### src/rtl/flash_poll_pkg.sv
package flash_poll_pkg;

    typedef enum logic [2:0] {
        ST_IDLE,
        ST_POLL_READ,
        ST_EVAL,
        ST_RECHECK,
        ST_VERIFY,
        ST_DONE
    } fpc_state_e;

    typedef enum logic [1:0] {
        RES_PASS     = 2'b00,
        RES_DEV_ERR  = 2'b01,
        RES_MISMATCH = 2'b10,
        RES_TIMEOUT  = 2'b11
    } fpc_result_e;

    localparam int FLAG_BIT = 7;
    localparam int ERR_BIT  = 5;

endpackage

### src/rtl/fpc_status_decode.sv
module fpc_status_decode
    import flash_poll_pkg::*;
(
    input  logic [7:0] status,
    input  logic [7:0] expect_byte,
    output logic       flag_ok,
    output logic       err_flag,
    output logic       byte_ok
);
    always_comb begin
        flag_ok  = (status[FLAG_BIT] == expect_byte[FLAG_BIT]);
        err_flag = status[ERR_BIT];
        byte_ok  = (status == expect_byte);
    end
endmodule

### src/rtl/fpc_watchdog.sv
module fpc_watchdog #(
    parameter int MAX_POLLS = 1024
) (
    input  logic clk,
    input  logic rst_n,
    input  logic clr,
    input  logic inc,
    output logic last
);
    localparam int CW = $clog2(MAX_POLLS + 1);

    logic [CW-1:0] cnt_d, cnt_q;

    always_comb begin
        cnt_d = cnt_q;
        if (clr) begin
            cnt_d = '0;
        end else if (inc) begin
            cnt_d = cnt_q + 1'b1;
        end
        last = (cnt_q == CW'(MAX_POLLS - 1));
    end

    always_ff @(posedge clk) begin
        if (!rst_n) begin
            cnt_q <= '0;
        end else begin
            cnt_q <= cnt_d;
        end
    end

    AST_COUNT_BOUND: assert property (@(posedge clk) disable iff (!rst_n)
        inc |-> (cnt_q < CW'(MAX_POLLS)));
endmodule

### src/rtl/flash_poll_ctrl.sv
module flash_poll_ctrl
    import flash_poll_pkg::*;
#(
    parameter int ADDR_W    = 16,
    parameter int MAX_POLLS = 1024
) (
    input  logic              clk,
    input  logic              rst_n,
    input  logic              start,
    input  logic              erase,
    input  logic [ADDR_W-1:0] addr,
    input  logic [7:0]        wdata,
    output logic              rd_req,
    output logic [ADDR_W-1:0] rd_addr,
    input  logic              rd_valid,
    input  logic [7:0]        rd_data,
    output logic              busy,
    output logic              done,
    output logic [1:0]        result
);
    typedef struct packed {
        fpc_state_e        state;
        logic [ADDR_W-1:0] addr;
        logic [7:0]        target;
        logic              issued;
        logic              done;
        fpc_result_e       result;
    } regs_t;

    regs_t r_d, r_q;

    logic flag_ok, err_flag, byte_ok;
    logic accept, wd_inc, wd_last;

    fpc_status_decode u_decode (
        .status      (rd_data),
        .expect_byte (r_q.target),
        .flag_ok     (flag_ok),
        .err_flag    (err_flag),
        .byte_ok     (byte_ok)
    );

    fpc_watchdog #(.MAX_POLLS(MAX_POLLS)) u_wdog (
        .clk   (clk),
        .rst_n (rst_n),
        .clr   (accept),
        .inc   (wd_inc),
        .last  (wd_last)
    );

    always_comb begin
        busy   = (r_q.state != ST_IDLE) && (r_q.state != ST_DONE);
        accept = start && !busy;
        wd_inc = (r_q.state == ST_EVAL) && rd_valid && !flag_ok && !err_flag;
        rd_req = (r_q.state == ST_POLL_READ) ||
                 (((r_q.state == ST_RECHECK) || (r_q.state == ST_VERIFY)) && !r_q.issued);
    end

    always_comb begin
        r_d      = r_q;
        r_d.done = 1'b0;
        unique case (r_q.state)
            ST_IDLE, ST_DONE: begin
                if (accept) begin
                    r_d.state  = ST_POLL_READ;
                    r_d.addr   = addr;
                    r_d.target = erase ? 8'hFF : wdata;
                end
            end
            ST_POLL_READ: begin
                r_d.state = ST_EVAL;
            end
            ST_EVAL: begin
                if (rd_valid) begin
                    r_d.issued = 1'b0;
                    if (flag_ok && !err_flag) begin
                        r_d.state = ST_VERIFY;
                    end else if (err_flag) begin
                        r_d.state = ST_RECHECK;
                    end else if (wd_last) begin
                        r_d.state  = ST_DONE;
                        r_d.done   = 1'b1;
                        r_d.result = RES_TIMEOUT;
                    end else begin
                        r_d.state = ST_POLL_READ;
                    end
                end
            end
            ST_RECHECK: begin
                if (!r_q.issued) begin
                    r_d.issued = 1'b1;
                end else if (rd_valid) begin
                    r_d.issued = 1'b0;
                    if (flag_ok) begin
                        r_d.state = ST_VERIFY;
                    end else begin
                        r_d.state  = ST_DONE;
                        r_d.done   = 1'b1;
                        r_d.result = RES_DEV_ERR;
                    end
                end
            end
            ST_VERIFY: begin
                if (!r_q.issued) begin
                    r_d.issued = 1'b1;
                end else if (rd_valid) begin
                    r_d.issued = 1'b0;
                    r_d.state  = ST_DONE;
                    r_d.done   = 1'b1;
                    r_d.result = byte_ok ? RES_PASS : RES_MISMATCH;
                end
            end
            default: begin
                r_d.state = ST_IDLE;
            end
        endcase
    end

    always_ff @(posedge clk) begin
        if (!rst_n) begin
            r_q.state  <= ST_IDLE;
            r_q.addr   <= '0;
            r_q.target <= '0;
            r_q.issued <= 1'b0;
            r_q.done   <= 1'b0;
            r_q.result <= RES_PASS;
        end else begin
            r_q <= r_d;
        end
    end

    assign rd_addr = r_q.addr;
    assign done    = r_q.done;
    assign result  = r_q.result;

    AST_SINGLE_REQ: assert property (@(posedge clk) disable iff (!rst_n)
        rd_req |=> !rd_req);
    AST_ADDR_STABLE: assert property (@(posedge clk) disable iff (!rst_n)
        (busy && $past(busy)) |-> $stable(rd_addr));
    AST_NO_REQ_IDLE: assert property (@(posedge clk) disable iff (!rst_n)
        !busy |-> !rd_req);
    AST_DONE_PULSE: assert property (@(posedge clk) disable iff (!rst_n)
        done |=> !done);
    AST_DONE_NOT_BUSY: assert property (@(posedge clk) disable iff (!rst_n)
        done |-> (!busy && $past(busy)));
    AST_RESULT_HELD: assert property (@(posedge clk) disable iff (!rst_n)
        (!busy && $past(!busy)) |-> $stable(result));
endmodule

### config.mk
export PLATFORM = sky130hd
export DESIGN_NAME = flash_poll_ctrl
export DESIGN_NICKNAME = d
export VERILOG_FILES = /design/src/rtl/flash_poll_pkg.sv /design/src/rtl/fpc_status_decode.sv /design/src/rtl/fpc_watchdog.sv /design/src/rtl/flash_poll_ctrl.sv
export SDC_FILE = /design/constraint.sdc
export NUM_CORES = 1
export LEC_CHECK = 0
export ABC_AREA = 1
export BUFFER_PORTS_ARGS = -buffer_cell sky130_fd_sc_hd__buf_2
export CAP_MARGIN = 20
export CORE_UTILIZATION = 45
export CTS_CLUSTER_SIZE = 16
export DETAILED_ROUTE_END_ITERATION = 8
export PLACE_DENSITY = 0.7
export SLEW_MARGIN = 0
export SYNTH_ARGS = -nofsm -noshare
export SYNTH_HDL_FRONTEND = slang
export SYNTH_SLANG_ARGS = --single-unit
### constraint.sdc
create_clock -name clk -period 3.2 [get_ports clk]
set_input_delay 0.48 -clock clk [delete_from_list [all_inputs] [get_ports clk]]
set_output_delay 0.48 -clock clk [all_outputs]
set_load 0.01 [all_outputs]
**Word-level counts from Yosys, hierarchy flattened**

Cells that the tools add are included.

- Output and inout port bits: 21
- Flip-flop bits (word level): 42
- Word-level logic and storage cells: 75
- Input bits: 37

- Add/sub/neg operators: 1
- Reduce and logical (&&, ||, !) cells: 22
- Eq/ne operators: 19
- Muxes and demuxes: 25
- Bitwise logic cells: 1

Operator list:

| cell | number |
|---|---|
| 3-bit 2-to-1 mux | 14 |
| 27-bit 2-to-1 mux | 1 |
| 2-bit inequality test, second input constant | 9 |
| 3-bit case mux with 5 select lines | 1 |
| 4-bit 2-to-1 mux | 3 |
| 4-bit case mux with 3 select lines | 1 |
| 11-bit by 1-bit adder with 11-bit output, second input constant | 1 |
| 11-bit by 10-bit == test with 1-bit output, second input constant | 1 |
| 10-bit AND reduction | 1 |
| 8-bit == test | 1 |
| 8-bit 2-to-1 mux | 1 |
| 1-bit logical AND | 7 |
| 3-bit by 2-bit == test with 1-bit output, second input constant | 2 |
| 3-bit == test, second input constant | 2 |
| 6-bit AND reduction | 1 |
| 3-bit nonzero test | 2 |
| 1-bit logical NOT | 4 |
| 2-bit AND reduction | 2 |
| 2-bit OR reduction | 2 |
| 3-bit by 1-bit == test with 1-bit output, second input constant | 1 |
| 3-bit logical NOT | 1 |
| 1-bit 2-to-1 mux | 3 |
| 3-bit inequality test, second input constant | 1 |
| 1-bit logical OR | 2 |
| 4 further kinds | 4 |

**Logic depth before layout (Yosys ltp)**

Gate-level depths: netlist (run 1).

- Word-level depth: 6
- Mapped depth: 11
- Mapped depth without buffers: 11

**By module**

Synthesis (run 1) repeated with hierarchy kept, for this count alone.

- Cell total of the unflattened synthesis: 318
- Area total of the unflattened synthesis: 2190.9 um^2

By module, submodules not included:

| module | area each (um^2) | sequential area each (um^2) | cells an instance | times used |
|---|---|---|---|---|
| flash_poll_ctrl | 1448.9 | 620.6 | 198 | 1 |
| fpc_watchdog | 565.5 | 220.2 | 74 | 1 |
| fpc_status_decode | 176.4 | 0.0 | 46 | 1 |

**Least setup slack after synthesis (run 1)**

No wires, ideal clock.

- Path type: input to register
- Start: input port rd_data[7]
- End: register u_wdog.cnt_q[6]
- Stages: 8
- Buffers on the path: 0
- Library setup time: 0.122 ns
- Data arrival time: 1.226 ns
- Data required time: 3.078 ns
- Setup slack: 1.853 ns
- Cells stage by stage: inv_1 -> nand2_1 -> nand2_1 -> nand2_1 -> nor2_2 -> nand2_1 -> o21ai_0 -> a21oi_1

- Longest elaborated chain between the ends: 4

RTL lines:

| what | line | RTL |
|---|---|---|
| from (decl) | flash_poll_ctrl.sv:16 | `input logic [7:0] rd_data,` |
| 1-bit == test | fpc_status_decode.sv:11 | `flag_ok = (status[FLAG_BIT] == expect_byte[FLAG_BIT]);` |
| 1-bit logical NOT | flash_poll_ctrl.sv:54 | `wd_inc = (r_q.state == ST_EVAL) && rd_valid && !flag_ok && !err_flag;` |
| 1-bit logical AND (2 in a row) | flash_poll_ctrl.sv:54 |  |
| to (signal assigned) | fpc_watchdog.sv:28 | `cnt_q <= cnt_d;` |
| to (decl) | fpc_watchdog.sv:12 | `logic [CW-1:0] cnt_d, cnt_q;` |

No other way between the ends.
A chain may end at the register's enable or synchronous reset.

**Worst setup path in the final report (run 1)**

- Start: register r_q[30] (netlist name)
- End: output port rd_req

- Longest elaborated chain between the ends: 4
- Elaborated cells on any way between the ends: 6
- Classes of those cells: eq/ne (3); reduce/logical (3)

RTL lines:

| what | line | RTL |
|---|---|---|
| from (decl) | flash_poll_ctrl.sv:30 | `regs_t r_d, r_q;` |
| from (signal assigned) | flash_poll_ctrl.sv:128 | `r_q <= r_d;` |
| 3-bit by 2-bit == test with 1-bit output or 3-bit == test (tied branches) | flash_poll_ctrl.sv:56 | `(((r_q.state == ST_RECHECK) \|\| (r_q.state == ST_VERIFY)) && !r_q.issued);` |
| 1-bit logical OR | flash_poll_ctrl.sv:56 |  |
| 1-bit logical AND | flash_poll_ctrl.sv:56 |  |
| 1-bit logical OR * | flash_poll_ctrl.sv:55 | `rd_req = (r_q.state == ST_POLL_READ) \|\|` |
| to (decl) | flash_poll_ctrl.sv:13 | `output logic rd_req,` |

Every way passes the cells marked *; elsewhere a longest branch is shown, timed or not.

==> flow_metrics.py, run 1 <==
metrics = {
    "min_path": {
        "min_path_type": "in -> reg",
        "hold_depth": 3,
        "worstHoldEndpoint": "r_q[4]",
        "hold_path.startpoint": "wdata[0]",
    },
    "clocking": {
        "cts_sinks": 42,
        "htreeDepth": 2,
        "clockBufferDepth": 2,
        "cts_buffers": 5,
        "path_clk_slew_ps": 80,
        "cts_root_buf": "clkbuf_8",
        "cts_setup_buffers": 0,
        "cts_tree": "built",
        "ctsHoldBuffers": 0,
        "cts_resized": 0,
        "clk_latency_ps": 300,
    },
    "pwr": {
        "seq_power_share_pct": 43.0,
        "ir_drop_uv": 289,
        "power.internal_w": 0.00102,
        "clock_power_share_pct": 36.9,
        "p_sw_share_pct": 27.6,
        "power_leakage_nw": 1.15,
        "combPwrFrac_pct": 20.1,
        "power.density_mw_per_mm2": 577,
        "p_switching_w": 0.000387,
    },
    "logic_synthesis": {
        "syn_avg_cell_area_um2": 6.80,
        "synth_seq_cells": 42,
        "netlist_area_mm2": 0.00211,
        "syn_nets": 348,
        "synthCells": 310,
        "ys.flop_type": "dfxtp_1",
        "synth_edf_count": 0,
        "ys.warnings.count": 0,
        "seq_area_frac_synth_pct": 39.9,
        "ys_types": 24,
        "synthArstFlopShare_pct": 0,
    },
    "place": {
        "place_congestion": 0.809,
        "place_area_mm2": 0.00229,
        "port_buffers": 57,
        "dp_hpwl_um": 3030,
        "post-place-ws_ps": 1580,
    },
    "finish": {
        "area_growth_syn_to_layout_pct": 15.2,
        "post-route-cell-area_mm2": 0.00243,
        "final_nets": 386,
        "drive_above_1_share_pct": 21.8,
        "nFillCells": 447,
        "diodes": 0,
        "mostFrequentLayoutCells": "63 x nand2_1, 59 x nor2_1, 57 x buf_2",
        "final_common_cell": "nand2_1",
    },
    "sta": {
        "final-setup-viol-count": 0,
        "hold_violations": 0,
        "max_slew_margin_pct": 65.8,
        "fin_crit_ps": 1850,
        "final.setup.tns_ps": 0,
        "worst_pin_slew_ps": 513,
        "finClkSkew_ps": 4.05,
        "postLayoutSetupSlackWorst_ps": 1350,
        "min_period_over_period_pct": 57.9,
        "max_freq_mhz": 540,
        "rsz0062_at_grt": "false",
        "drv_slew": 0,
    },
    "job": {
        "drv_cap": 0,
    },
    "route": {
        "drc": 6,
        "vias": 1939,
        "wl_um": 4140,
        "wl_per_cell_um": 10.3,
        "ant_nets": 0,
        "first_pass_iters": 6,
        "viasPerCell": 4.84,
        "drt-initial-drc-count": 90,
    },
    "setup_path": {
        "endpoint_kind": "output pin",
        "worst-setup-path-type": "reg -> out",
        "cpMostUsedCell": "nand2_1",
        "path_cells": "nor2_2, nand2_1, nand2_1, nand2_1, nand2_1, buf_2",
        "rr_startpoint": "r_q[30]",
        "critPathMaxFanout": 6,
        "critical_path_buf_inv_count": 1,
        "critPathRequiredTime_ps": 2720,
        "start_kind": "flop",
        "critPathSlowestCell": "dfxtp_1",
        "rrSetupSlack_ps": 1600,
        "path_delay_family": "simple AND/OR/NAND/NOR gates",
        "max_stage_delay_ps": 380,
        "worstPathArrival_ps": 1370,
        "r2r-end": "r_q[7]",
        "reg2reg_depth": 7,
    },
    "floorplanning": {
        "start_util_pct": 47.5,
        "io-pin-count": 58,
        "die_w_um": 70.5,
        "core_region_area_mm2": 0.00444,
        "die_h_um": 70.5,
        "die_area_mm2": 0.00497,
        "rows": 24,
    },
    "global_routing": {
        "antenna_found_initial": 0,
        "grt_max_degree": 32,
        "overflow": 0,
        "grt_pass1_wl_um": 7190,
        "first_global_vias": 1752,
        "grt_use_total_pct": 18.3,
    },
    "outcome": {
        "status": "finished, violations left",
        "violations": "DRC",
    },
}
[cells by family (layout without fill, tap and decap cells)]
logic type	count (synthesis)	after routing	share of synthesized area, %
AND/OR/NAND/NOR	158	158	31.9
AO/OA/AOI/OAI	43	43	10.4
flip-flops	42	42	39.9
buffers and inverters	58	97	13.9
XOR/XNOR	8	8	3.32
adder cells (fa/ha/maj)	1	1	0.593
[cells in the mapped netlist, drive strengths merged, types with 2 or more instances]
library cell	n	area [um2]
a21oi	11	55.1
buf	22	158
clkbuf	4	15.0
dfxtp	42	841
inv	32	120
nand2	65	254
nand3	12	65.1
nand3b	2	15.0
nand4	3	18.8
nor2	64	258
nor3	11	55.1
o21a	2	15.0
o21ai	30	150
xnor2	8	70.1
[through the flow]
step / util (%) / hold WS (ps) / std cells / power, W
CTS: 54.7 / 394 / 401 / 0.00142
finish: 54.7 / 405 / 401 / 0.00140
global route: 54.7 / 412 / 401 / 0.00148
floorplan: - / 442 / 310 / 0.000854
global placement: 51.5 / 454 / 393 / 0.000898
detailed placement: 51.5 / 468 / 393 / 0.000900
[registers in the layout, indices dropped and copies added (netlist names)]
register / flops
r_q: 12
u_wdog.cnt_q: 11
done: 1
result: 2
rd_addr: 16
[power by group through the flow]
stage	Combinational, W	Clock (W)	Sequential (W)
floorplan	0.000243	0	0.000611
global placement	0.000283	0	0.000615
detailed placement	0.000284	0	0.000616
CTS	0.000285	0.000530	0.000604
global route	0.000324	0.000547	0.000610
finish	0.000282	0.000518	0.000603
[tightest hold or removal path: cells and delay by family]
kind          cells  cell delay, ps
simple gates      2             120
buf+inv           1              70
[per-layer routing]
metal	routed length (um)	GRT usage, %	part of all wire (%)	vias up
met3	215	4.76	5.2	9
met4	82	9.07	2.0	0
met5	0	0	0	-
li1	-	-	-	1031
met2	1880	30.2	46	47
met1	1950	22.0	47	852
[layout make-up]
class,instances,area [um2],area share [%]
multi-input combinational,210,976,40.2
sequential,42,841,34.6
timing repair buffer,57,285,11.7
inverter,32,120,4.94
clock buffer,6,82.6,3.40
tap,52,65.1,2.68
clock inverter,2,60.1,2.47
[worst max-delay path by stage]
stage / slack, ps / cells past startpoint / to / startpoint
final: 1350 / 6 / rd_req / r_q[30]
after global routing: 1210 / 6 / rd_req / r_q[30]
after CTS: 1330 / 6 / rd_req / r_q[30]
after detailed placement: 1580 / 9 / u_wdog.cnt_q[6] / rd_data[7]
after global placement: 1610 / 7 / r_q[4] / r_q[29]
after floorplan: 1850 / 8 / u_wdog.cnt_q[6] / rd_data[7]
Power figures use the tool's default switching activity.
==> inputs of run 2 (changes only) <==
PLACE_DENSITY = 0.73   (was 0.7)
clock period = 1.5 ns   (was 3.2 ns; I/O delays follow)
==> run 2 against run 1 <==
  * The flow still finishes with violations (DRC)
  * Worst setup slack lost 1300 ps
  * Non-clock buffer count up 9
  * First-iteration DRC count up 67%
  * Sequential power up 110%
  * Sequential share of layout area fell by 1.0 points
  * Worst hold slack worse by 250 ps
  * Power grew 100%
  * Clock-buffer cell count did not move
  * Critical endpoint unchanged
  * Largest cell class unchanged
  * Largest power group unchanged
==> flow_metrics.py, run 2 (synthesis results as in run 1) <==
metrics = {
    "pwr": {
        "clock_power_share_pct": 31.3,
        "p_switching_w": 0.000871,
        "power_leakage_nw": 1.18,
        "seq_power_share_pct": 45.2,
        "power.internal_w": 0.00199,
        "p_sw_share_pct": 30.4,
        "combPwrFrac_pct": 23.5,
        "ir_drop_uv": 594,
        "total_power_w": 0.00286,
        "power.density_mw_per_mm2": 1130,
    },
    "route": {
        "wl_per_cell_um": 11.2,
        "first_pass_iters": 6,
        "viasPerCell": 4.80,
        "drc": 6,
        "ant_nets": 0,
        "wl_um": 4610,
        "drt-initial-drc-count": 150,
        "vias": 1966,
    },
    "setup_path": {
        "cpMostUsedCell": "nand2_1",
        "start_kind": "flop",
        "path_cells": "inv_4, nor2_4, buf_4, nand2_1, nand2_1, buf_2",
        "worstPathArrival_ps": 1230,
        "cp-startpoint": "r_q[28]",
        "worst-setup-path-type": "reg -> out",
        "rr_startpoint": "r_q[28]",
        "path_delay_family": "flip-flops",
        "critPathMaxFanout": 4,
        "critPathSlowestCell": "dfxtp_2",
        "max_stage_delay_ps": 360,
        "critPathRequiredTime_ps": 1270,
        "critical_path_buf_inv_count": 3,
        "endpoint_kind": "output pin",
    },
    "clocking": {
        "clockBufferDepth": 2,
        "cts_buffers": 5,
        "clk_latency_ps": 290,
        "cts_tree": "built",
        "htreeDepth": 2,
        "ctsHoldBuffers": 0,
        "cts_root_buf": "clkbuf_8",
        "path_clk_slew_ps": 80,
        "cts_sinks": 42,
    },
    "floorplanning": {
        "io-pin-count": 58,
        "die_w_um": 70.5,
        "die_area_mm2": 0.00497,
        "start_util_pct": 47.5,
        "rows": 24,
        "die_h_um": 70.5,
        "core_region_area_mm2": 0.00444,
    },
    "finish": {
        "mostFrequentLayoutCells": "59 x nand2_1, 57 x nor2_1, 57 x buf_2",
        "final_common_cell": "nand2_1",
        "post-route-cell-area_mm2": 0.00252,
        "final_cell_count_no_fill": 410,
        "multiInputGateArea_mm2": 0.00102,
        "final_nets": 395,
        "register_area_um2": 847,
        "nFillCells": 433,
        "drive_above_1_share_pct": 26.8,
        "diodes": 0,
        "area_growth_syn_to_layout_pct": 19.6,
        "largest_reg_flops": 16,
    },
    "place": {
        "dp_hpwl_um": 3370,
        "port_buffers": 57,
        "place_area_mm2": 0.00234,
        "place_congestion": 0.851,
        "dpl.cell_count": 400,
    },
    "global_routing": {
        "grt_max_degree": 25,
        "first_global_vias": 1787,
        "overflow": 0,
        "antenna_found_initial": 0,
        "grt_pass1_wl_um": 7600,
        "grt_use_total_pct": 19.3,
    },
    "min_path": {
        "hold_path.startpoint": "wdata[7]",
        "min_path_type": "in -> reg",
    },
    "sta": {
        "final-setup-viol-count": 0,
        "fin_crit_ps": 1460,
        "worst_pin_slew_ps": 250,
        "max_freq_mhz": 686,
        "finClkSkew_ps": 5.43,
        "max_slew_margin_pct": 83.3,
        "drv_slew": 0,
        "rsz0062_at_grt": "true",
        "min_period_over_period_pct": 97.1,
        "hold_violations": 0,
    },
    "job": {
        "drv_cap": 0,
    },
    "outcome": {
        "status": "finished, violations left",
        "violations": "DRC",
    },
}
## run 2: cell types whose count changed in the layout (fill, tap and decap cells not counted), moves of 2 or more
cell,previous run,this run
dfxtp_1,42,39
nand3_1,11,9
nor2_4,1,4
nand2_2,1,5
nor2_1,59,57
nand2_1,63,59
inv_4,0,2
buf_4,0,9
dfxtp_2,0,2
## run 2: cell type report
cell class / instances / share of cell area (%)
clock buffers: 6 / 2.88
clock inverters: 2 / 1.49
inverters: 32 / 4.96
multi-input cells: 210 / 40.6
flip-flops and latches: 42 / 33.6
well taps: 52 / 2.58
repair buffers: 66 / 14.0
## run 2: final timing paths
path	to	slack [ps]	cells after the start
worst max-delay path	rd_req	40	6
worst min-delay path	r_q[11]	150	3
worst max register to register	r_q[7]	130	8
worst min register to register	r_q[28]	470	2
## run 2: worst register-to-register path, cell delays in order, from the launching register on
cell	delay, ps
dfxtp_2	340
inv_4	70
nor2_4	40
buf_4	140
nor2_4	130
nand2_4	110
buf_4	210
nor3_1	160
nor2_1	70
## run 2: metal layers
metal | share of wire (%) | GRT usage, %
met1 | 49 | 26.1
met2 | 44 | 29.4
met3 | 5.3 | 4.62
met4 | 1.1 | 7.71
met5 | 0 | 0
## run 2: power groups by stage
stage	logic, W	clock network, W	registers (W)
finish	0.000673	0.000895	0.00129
global route	0.000760	0.000957	0.00131
CTS	0.000648	0.000914	0.00129
detailed placement	0.000640	0	0.00131
global placement	0.000631	0	0.00131
floorplan	0.000519	0	0.00130
## run 2: per-stage QoR
step	hold WS [ps]	TNS [ps]	utilization, %	setup WS (ps)
after floorplan	364	0	-	169
after global placement	455	0	52.6	108
after detailed placement	458	0	52.6	74.1
after CTS	146	0	55.5	4.87
after global routing	154	-30.5	56.8	-23.7
final	153	0	56.8	43.0
## run 2: timing repair
| action | 4_1_cts | 5_1_grt |
|---|---|---|
| cloned | 0 | 0 |
| setup buffers | 0 | 2 |
| gates resized for setup | 6 | 14 |
| setup endpoints to repair | 1 | 32 |
| pin swaps | 0 | 2 |
